`config.mk`:
```
export PLATFORM = sky130hd
export DESIGN_NAME = alu_unit
export DESIGN_NICKNAME = d
export VERILOG_FILES = /design/src/rtl/alu_pkg.sv /design/src/rtl/alu_ctl_dec.sv /design/src/rtl/alu_shl.sv /design/src/rtl/alu_core.sv /design/src/rtl/alu_unit.sv
export SDC_FILE = /design/constraint.sdc
export NUM_CORES = 1
export LEC_CHECK = 0
export BUFFER_PORTS_ARGS = -buffer_cell sky130_fd_sc_hd__buf_2
export CAP_MARGIN = 10
export CORE_MARGIN = 5
export CORE_UTILIZATION = 50
export CTS_BUF_LIST = sky130_fd_sc_hd__clkbuf_8 sky130_fd_sc_hd__clkbuf_16
export DETAILED_ROUTE_END_ITERATION = 6
export PLACE_DENSITY = 0.79
export SYNTH_ARGS = -nofsm -noshare
export SYNTH_HDL_FRONTEND = slang
export SYNTH_HIERARCHICAL = 1
export SYNTH_SLANG_ARGS = --single-unit
```
`constraint.sdc`:
```
create_clock -name clk -period 6 [get_ports clk]
set_input_delay 0.6 -clock clk [delete_from_list [all_inputs] [get_ports clk]]
set_output_delay 0.6 -clock clk [all_outputs]
set_load 0.02 [all_outputs]
```
`src/rtl/alu_pkg.sv`:
```
package alu_pkg;

    localparam int DATA_W   = 32;
    localparam int FUNCT_W  = 6;
    localparam int SHAMT_W  = 5;
    localparam int CLASS_W  = 2;
    localparam int UPPER_SH = 16;

    typedef enum logic [CLASS_W-1:0] {
        CLS_ADD  = 2'b00,
        CLS_SUB  = 2'b01,
        CLS_FN   = 2'b10,
        CLS_UPR  = 2'b11
    } op_class_e;

    typedef enum logic [3:0] {
        CTL_AND = 4'b0000,
        CTL_OR  = 4'b0001,
        CTL_ADD = 4'b0010,
        CTL_SUB = 4'b0110,
        CTL_SLT = 4'b0111,
        CTL_UPR = 4'b1101,
        CTL_SLL = 4'b1110
    } alu_ctl_e;

    localparam logic [FUNCT_W-1:0] FN_SLL = 6'b000000;
    localparam logic [FUNCT_W-1:0] FN_ADD = 6'b100000;
    localparam logic [FUNCT_W-1:0] FN_SUB = 6'b100010;
    localparam logic [FUNCT_W-1:0] FN_AND = 6'b100100;
    localparam logic [FUNCT_W-1:0] FN_OR  = 6'b100101;
    localparam logic [FUNCT_W-1:0] FN_SLT = 6'b101010;

    typedef struct packed {
        alu_ctl_e               ctl;
        logic [SHAMT_W-1:0]     shamt;
        logic [DATA_W-1:0]      a;
        logic [DATA_W-1:0]      b;
    } alu_req_t;

    typedef struct packed {
        logic [DATA_W-1:0]      value;
        logic                   is_zero;
    } alu_rsp_t;

    function automatic logic signed_less(input logic [DATA_W-1:0] x,
                                         input logic [DATA_W-1:0] y);
        return $signed(x) < $signed(y);
    endfunction

endpackage

```
`src/rtl/alu_ctl_dec.sv`:
```
module alu_ctl_dec
    import alu_pkg::*;
(
    input  logic [CLASS_W-1:0] op_class,
    input  logic [FUNCT_W-1:0] fn_field,
    output alu_ctl_e           ctl
);

    alu_ctl_e fn_ctl;

    always_comb begin
        case (fn_field)
            FN_SLL:  fn_ctl = CTL_SLL;
            FN_ADD:  fn_ctl = CTL_ADD;
            FN_SUB:  fn_ctl = CTL_SUB;
            FN_AND:  fn_ctl = CTL_AND;
            FN_OR:   fn_ctl = CTL_OR;
            FN_SLT:  fn_ctl = CTL_SLT;
            default: fn_ctl = CTL_ADD;
        endcase
    end

    always_comb begin
        case (op_class_e'(op_class))
            CLS_ADD: ctl = CTL_ADD;
            CLS_SUB: ctl = CTL_SUB;
            CLS_FN:  ctl = fn_ctl;
            CLS_UPR: ctl = CTL_UPR;
            default: ctl = CTL_ADD;
        endcase
    end

endmodule

```
`src/rtl/alu_shl.sv`:
```
module alu_shl #(
    parameter int WIDTH = 32,
    parameter int AMT_W = 5
) (
    input  logic [WIDTH-1:0] din,
    input  logic [AMT_W-1:0] amt,
    output logic [WIDTH-1:0] dout
);

    logic [WIDTH-1:0] stage [AMT_W+1];

    assign stage[0] = din;

    for (genvar s = 0; s < AMT_W; s++) begin : g_stage
        localparam int STEP = 1 << s;
        if (STEP < WIDTH) begin : g_shift
            assign stage[s+1] = amt[s] ? {stage[s][WIDTH-1-STEP:0], {STEP{1'b0}}}
                                       : stage[s];
        end else begin : g_clear
            assign stage[s+1] = amt[s] ? '0 : stage[s];
        end
    end

    assign dout = stage[AMT_W];

endmodule

```
`src/rtl/alu_core.sv`:
```
module alu_core
    import alu_pkg::*;
(
    input  alu_req_t req,
    output alu_rsp_t rsp
);

    localparam logic [SHAMT_W-1:0] UPPER_AMT = SHAMT_W'(UPPER_SH);

    logic [SHAMT_W-1:0] sh_amt;
    logic [DATA_W-1:0]  sh_out;
    logic [DATA_W-1:0]  sum;
    logic [DATA_W-1:0]  diff;
    logic [DATA_W-1:0]  value;

    assign sh_amt = (req.ctl == CTL_UPR) ? UPPER_AMT : req.shamt;

    alu_shl #(.WIDTH(DATA_W), .AMT_W(SHAMT_W)) u_shl (
        .din  (req.b),
        .amt  (sh_amt),
        .dout (sh_out)
    );

    assign sum  = req.a + req.b;
    assign diff = req.a - req.b;

    always_comb begin
        case (req.ctl)
            CTL_AND: value = req.a & req.b;
            CTL_OR:  value = req.a | req.b;
            CTL_ADD: value = sum;
            CTL_SUB: value = diff;
            CTL_SLT: value = {{(DATA_W-1){1'b0}}, signed_less(req.a, req.b)};
            CTL_SLL: value = sh_out;
            CTL_UPR: value = sh_out;
            default: value = sum;
        endcase
    end

    assign rsp.value   = value;
    assign rsp.is_zero = ~|value;

endmodule

```
`src/rtl/alu_unit.sv`:
```
module alu_unit
    import alu_pkg::*;
(
    input  logic               clk,
    input  logic               rst,
    input  logic [1:0]         alu_op,
    input  logic [5:0]         funct,
    input  logic [4:0]         shamt,
    input  logic [31:0]        opnd_a,
    input  logic [31:0]        opnd_b,
    output logic [31:0]        result,
    output logic               zero
);

    alu_ctl_e ctl;
    alu_req_t req;
    alu_rsp_t rsp;
    alu_rsp_t rsp_q;

    alu_ctl_dec u_dec (
        .op_class (alu_op),
        .fn_field (funct),
        .ctl      (ctl)
    );

    assign req.ctl   = ctl;
    assign req.shamt = shamt;
    assign req.a     = opnd_a;
    assign req.b     = opnd_b;

    alu_core u_core (
        .req (req),
        .rsp (rsp)
    );

    always_ff @(posedge clk) begin
        if (rst) begin
            rsp_q.value   <= '0;
            rsp_q.is_zero <= 1'b1;
        end else begin
            rsp_q <= rsp;
        end
    end

    assign result = rsp_q.value;
    assign zero   = rsp_q.is_zero;

endmodule

```
## Word level (Yosys, flattened, before mapping)

Index checks and enable logic that the tools add are counted.

- Register bits after elaboration: 33
- Input port bits: 79
- Output and inout bits: 33
- Word-level logic and storage cells: 34

- $add $sub $neg: 2
- $lt $le $gt $ge: 1
- Equality and inequality tests: 12
- Mux-type cells: 9
- Bitwise operators: 2
- Reductions and logical operators: 6

Operators with widths:

| operator | number |
|---|---|
| $mux 32 | 5 |
| $pmux 32 s5 | 1 |
| $add 32x32->32 | 1 |
| $and 32x32->32 | 1 |
| $lt 32x32->1 | 1 |
| $or 32x32->32 | 1 |
| $reduce_or 32->1 | 1 |
| $sub 32x32->32 | 1 |
| $eq 6x6->1 const B | 4 |
| $pmux 4 s5 | 1 |
| $pmux 4 s4 | 1 |
| $eq 4x3->1 const B | 2 |
| $eq 4x4->1 const B | 2 |
| $logic_not 6->1 | 1 |
| $mux 5 | 1 |
| $eq 2x2->1 const B | 2 |
| $eq 4x1->1 const B | 1 |
| $logic_not 4->1 | 1 |
| $eq 2x1->1 const B | 1 |
| $logic_not 2->1 | 1 |
| $reduce_or 2->1 | 1 |
| $logic_not 1->1 | 1 |

## Depth between registers and ports, before layout

- Word-level depth: 13
- Gate-level depth with buffers: 23
- Mapped depth without buffers: 19

## Hierarchy

Netlist, hierarchy kept.

Modules (own cells, without submodules):

| module | times used | cells an instance | area each (µm²) | sequential area each (µm²) |
|---|---|---|---|---|
| alu_core | 1 | 868 | 5799.3 | 0.0 |
| alu_shl | 1 | 183 | 1774.2 | 0.0 |
| alu_unit | 1 | 69 | 888.4 | 660.6 |
| alu_ctl_dec | 1 | 16 | 90.1 | 0.0 |

## Worst setup path before layout

Ideal clock, no wire load.

- Kind: input-to-reg
- Start point: in funct[5]
- End point: reg rsp_q, in the netlist zero
- Setup time: 0.057 ns
- Arrival: 4.562 ns
- Required time: 5.943 ns
- Path slack: 1.381 ns
- Stages: 22
- Path buffers: 3
- Cells stage by stage: nor2b_1 -> and3_1 -> o21ai_1 -> nand4b_2 -> and2_1 -> buf_6 -> buf_4 -> buf_4 -> mux2i_1 -> nor3_1 -> a21oi_1 -> nor2_1 -> a221oi_1 -> o211ai_1 -> o22a_1 -> nor4_1 -> o31ai_1 -> or4_1 -> nor3_1 -> nand4b_1 -> nor3_2 -> or2_1

RTL lines:

| element | RTL line | source |
|---|---|---|
| start, declared | alu_unit.sv:7 | `input logic [5:0] funct,` |
| end signal, assigned | alu_unit.sv:41 | `rsp_q <= rsp;` |
| end, declared | alu_unit.sv:18 | `alu_rsp_t rsp_q;` |

==> qor.txt <==
Final Power - 1.48 mW
Mapped Cells - 1136
Final setup TNS - 0 ns
Most frequent cells in the layout - buf_2, inv_1, nor2_1, ha_1, a21oi_1
DR WL/cell - 23.5 um
Maxcap violations - 0
Place WS - 0.447 ns
Diodes inserted - 0
Final #Nets - 1373
Tcrit/Tclk final - 0.907
CP Capture Type - register
Crit Path Max Fanout - 18
Final hold violations - 0
Critical path cell sequence - buf_2, nor3_1, a21oi_1, o21bai_1, buf_4, nand4b_2, and2_2, mux4_2, and3_1, a221oi_1, nor2_1, a221oi_1, nor4b_1, o21a_1, o22ai_1, nor4_1, nand3_1, nor4_1, nand4b_1, nor3_2, or2_1
Port-buffer cells - 111
Seq/Total Area, Yosys - 0.0772
H-tree levels - 2
Final Max Tran Viols - 0
CP max stage cell - mux4_2
Layout cells sized above 1 - 0.177
CP max stage delay - 0.52 ns
Area grow syn2layout - 8.56%
Setup CP Type - in -> reg
Iter 0 DRT Violations - 1574
Initial core utilization - 0.512
Clock buffer depth - 2
Rel. slew slack - 0.318
CTS root buf - clkbuf_16
CTS Buf Count - 5
Routed wire length - 33300 um
Sink Count - 33
Syn avg cell area - 7.53 um2
Max Clk Rate - 184 MHz
TritonCTS clock tree - yes
CP required - 6.24 ns
Worst setup margin - 0.556 ns
Drt drc - 0
Fraction of registers with async set/reset - 0
Die area - 0.0198 mm2
Unrepaired setup endpoints after global routing - no
First-pass iteration count of the detailed router - 5
Worst setup SP type - primary input
Final GP Congestion - 1.09
Largest net degree at the start of global routing - 35
Actual slew at the worst max-slew pin - 1.02 ns
Design Area, Final - 0.00928 mm2
Final Critical Period - 5.44 ns
# resized after CTS - 0
Largest area contributor in the netlist - ha_1
Number of synthesis warnings - 6
Placed Area - 0.00914 mm2
Leakage dissipation - 4.07 nW
Core Box Area - 0.0167 mm2
Top cells by area, synth - ha_1, dfxtp_1, mux4_2
Vias in the first global route - 9229
Clock-pin transition on the worst setup and hold timing paths - 0.05 ns
# rows - 47
Hold Path Depth - 2
Overflow after GRT - 0
Die Y-Extent - 141 um
Ys flop type - dfxtp_1
Final setup viols - 0
Synth cell types - 97
Post-synth EDFFs - 0
Initial antenna violation count - 0
Routed vias - 9895
Post-synthesis net count - 1313
Final ANT Viol Nets - 0
I/O Pins - 112
Vias per Instance - 6.98
Cell Area, Synth - 0.00855 mm2
Peak supply drop - 0.109 mV
First-pass GRT wire length - 51300 um
Post-CTS setup buffer count - 0
#FFs+latches synth - 33
Total track usage - 0.322
Arrival @ worst endpoint - 5.68 ns
Layout Utilization - 0.556
Hold_buf cts - 0
Status - finished clean
Final HPWL DP - 25700 um
Pwr dens - 160 mW/mm2
Die Width - 141 um
Most common cell after layout, fill and taps aside - buf_2
Area share of the largest cell type after synthesis - 0.140
Hold Crit Class - in -> reg
==> registers in the layout, summed over array words and instances (netlist names) <==
| signal | cells |
|---|---|
| result | 32 |
| zero | 1 |
==> cell usage after synthesis, types with 17 or more instances <==
cell type	instances
a211oi_1	23
ha_1	96
mux2i_1	17
o21ai_0	48
nor3_1	29
nor2_1	104
a221oi_1	31
nand2_1	70
buf_2	22
nor2b_1	51
a22oi_1	17
a21oi_1	71
mux4_2	24
inv_1	103
nand3_1	23
dfxtp_1	33
clkbuf_1	32
==> path summary, 6_finish.rpt <==
path | from | endpoint | slack [ns]
setup / recovery | funct[3] | zero | 0.56
hold / removal | rst | result[31] | 0.83
==> area by class of cell <==
| class | instances | area [um2] |
|---|---|---|
| Fill cell | 1658 | 7420 |
| Multi-Input combinational cell | 921 | 7120 |
| Timing Repair Buffer | 128 | 683 |
| Sequential cell | 33 | 661 |
| Inverter | 107 | 402 |
| Tap cell | 220 | 275 |
| Clock buffer | 5 | 125 |
| Clock inverter | 3 | 17.5 |
==> power breakdown <==
part	switching [mW]	leakage [nW]	internal, mW
Clock	0.109	0.0696	0.152
Sequential	0.00543	0.274	0.249
Combinational	0.615	3.73	0.350
==> through the flow <==
| step | instances | hold slack [ns] |
|---|---|---|
| after floorplan | 1136 | 0.672 |
| after global placement | 1409 | 1.02 |
| after detailed placement | 1409 | 1.02 |
| after CTS | 1417 | 0.846 |
| after global routing | 1417 | 0.872 |
| final | 1417 | 0.833 |
==> layer usage <==
| layer | vias to the layer above | share of wire | global-route usage |
|---|---|---|---|
| li1 | 4394 | - | - |
| met1 | 4545 | 0.39 | 0.428 |
| met2 | 788 | 0.43 | 0.500 |
| met3 | 168 | 0.12 | 0.0549 |
| met4 | 0 | 0.061 | 0.167 |
| met5 | - | 0 | 0 |
==> logic make-up (layout without fill, tap and decap cells) <==
kind of cell             Yosys count  after routing  share of synthesized area
AO/OA/AOI/OAI                    373            373                      0.317
XOR/XNOR                           7              7                    0.00717
adder cells (fa/ha/maj)           98             98                      0.145
buffers and inverters            182            243                     0.0936
flip-flops                        33             33                     0.0772
multiplexers                      66             66                      0.132
AND/OR/NAND/NOR                  377            377                      0.228
==> critical path, delay by kind of cell <==
kind | cells | cell delay (ns)
AOI/OAI and AO/OA | 6 | 1.37
buffers and inverters | 2 | 0.31
muxes | 1 | 0.52
and+or+nand+nor | 12 | 2.88
(Power assumes the default switching activity.)
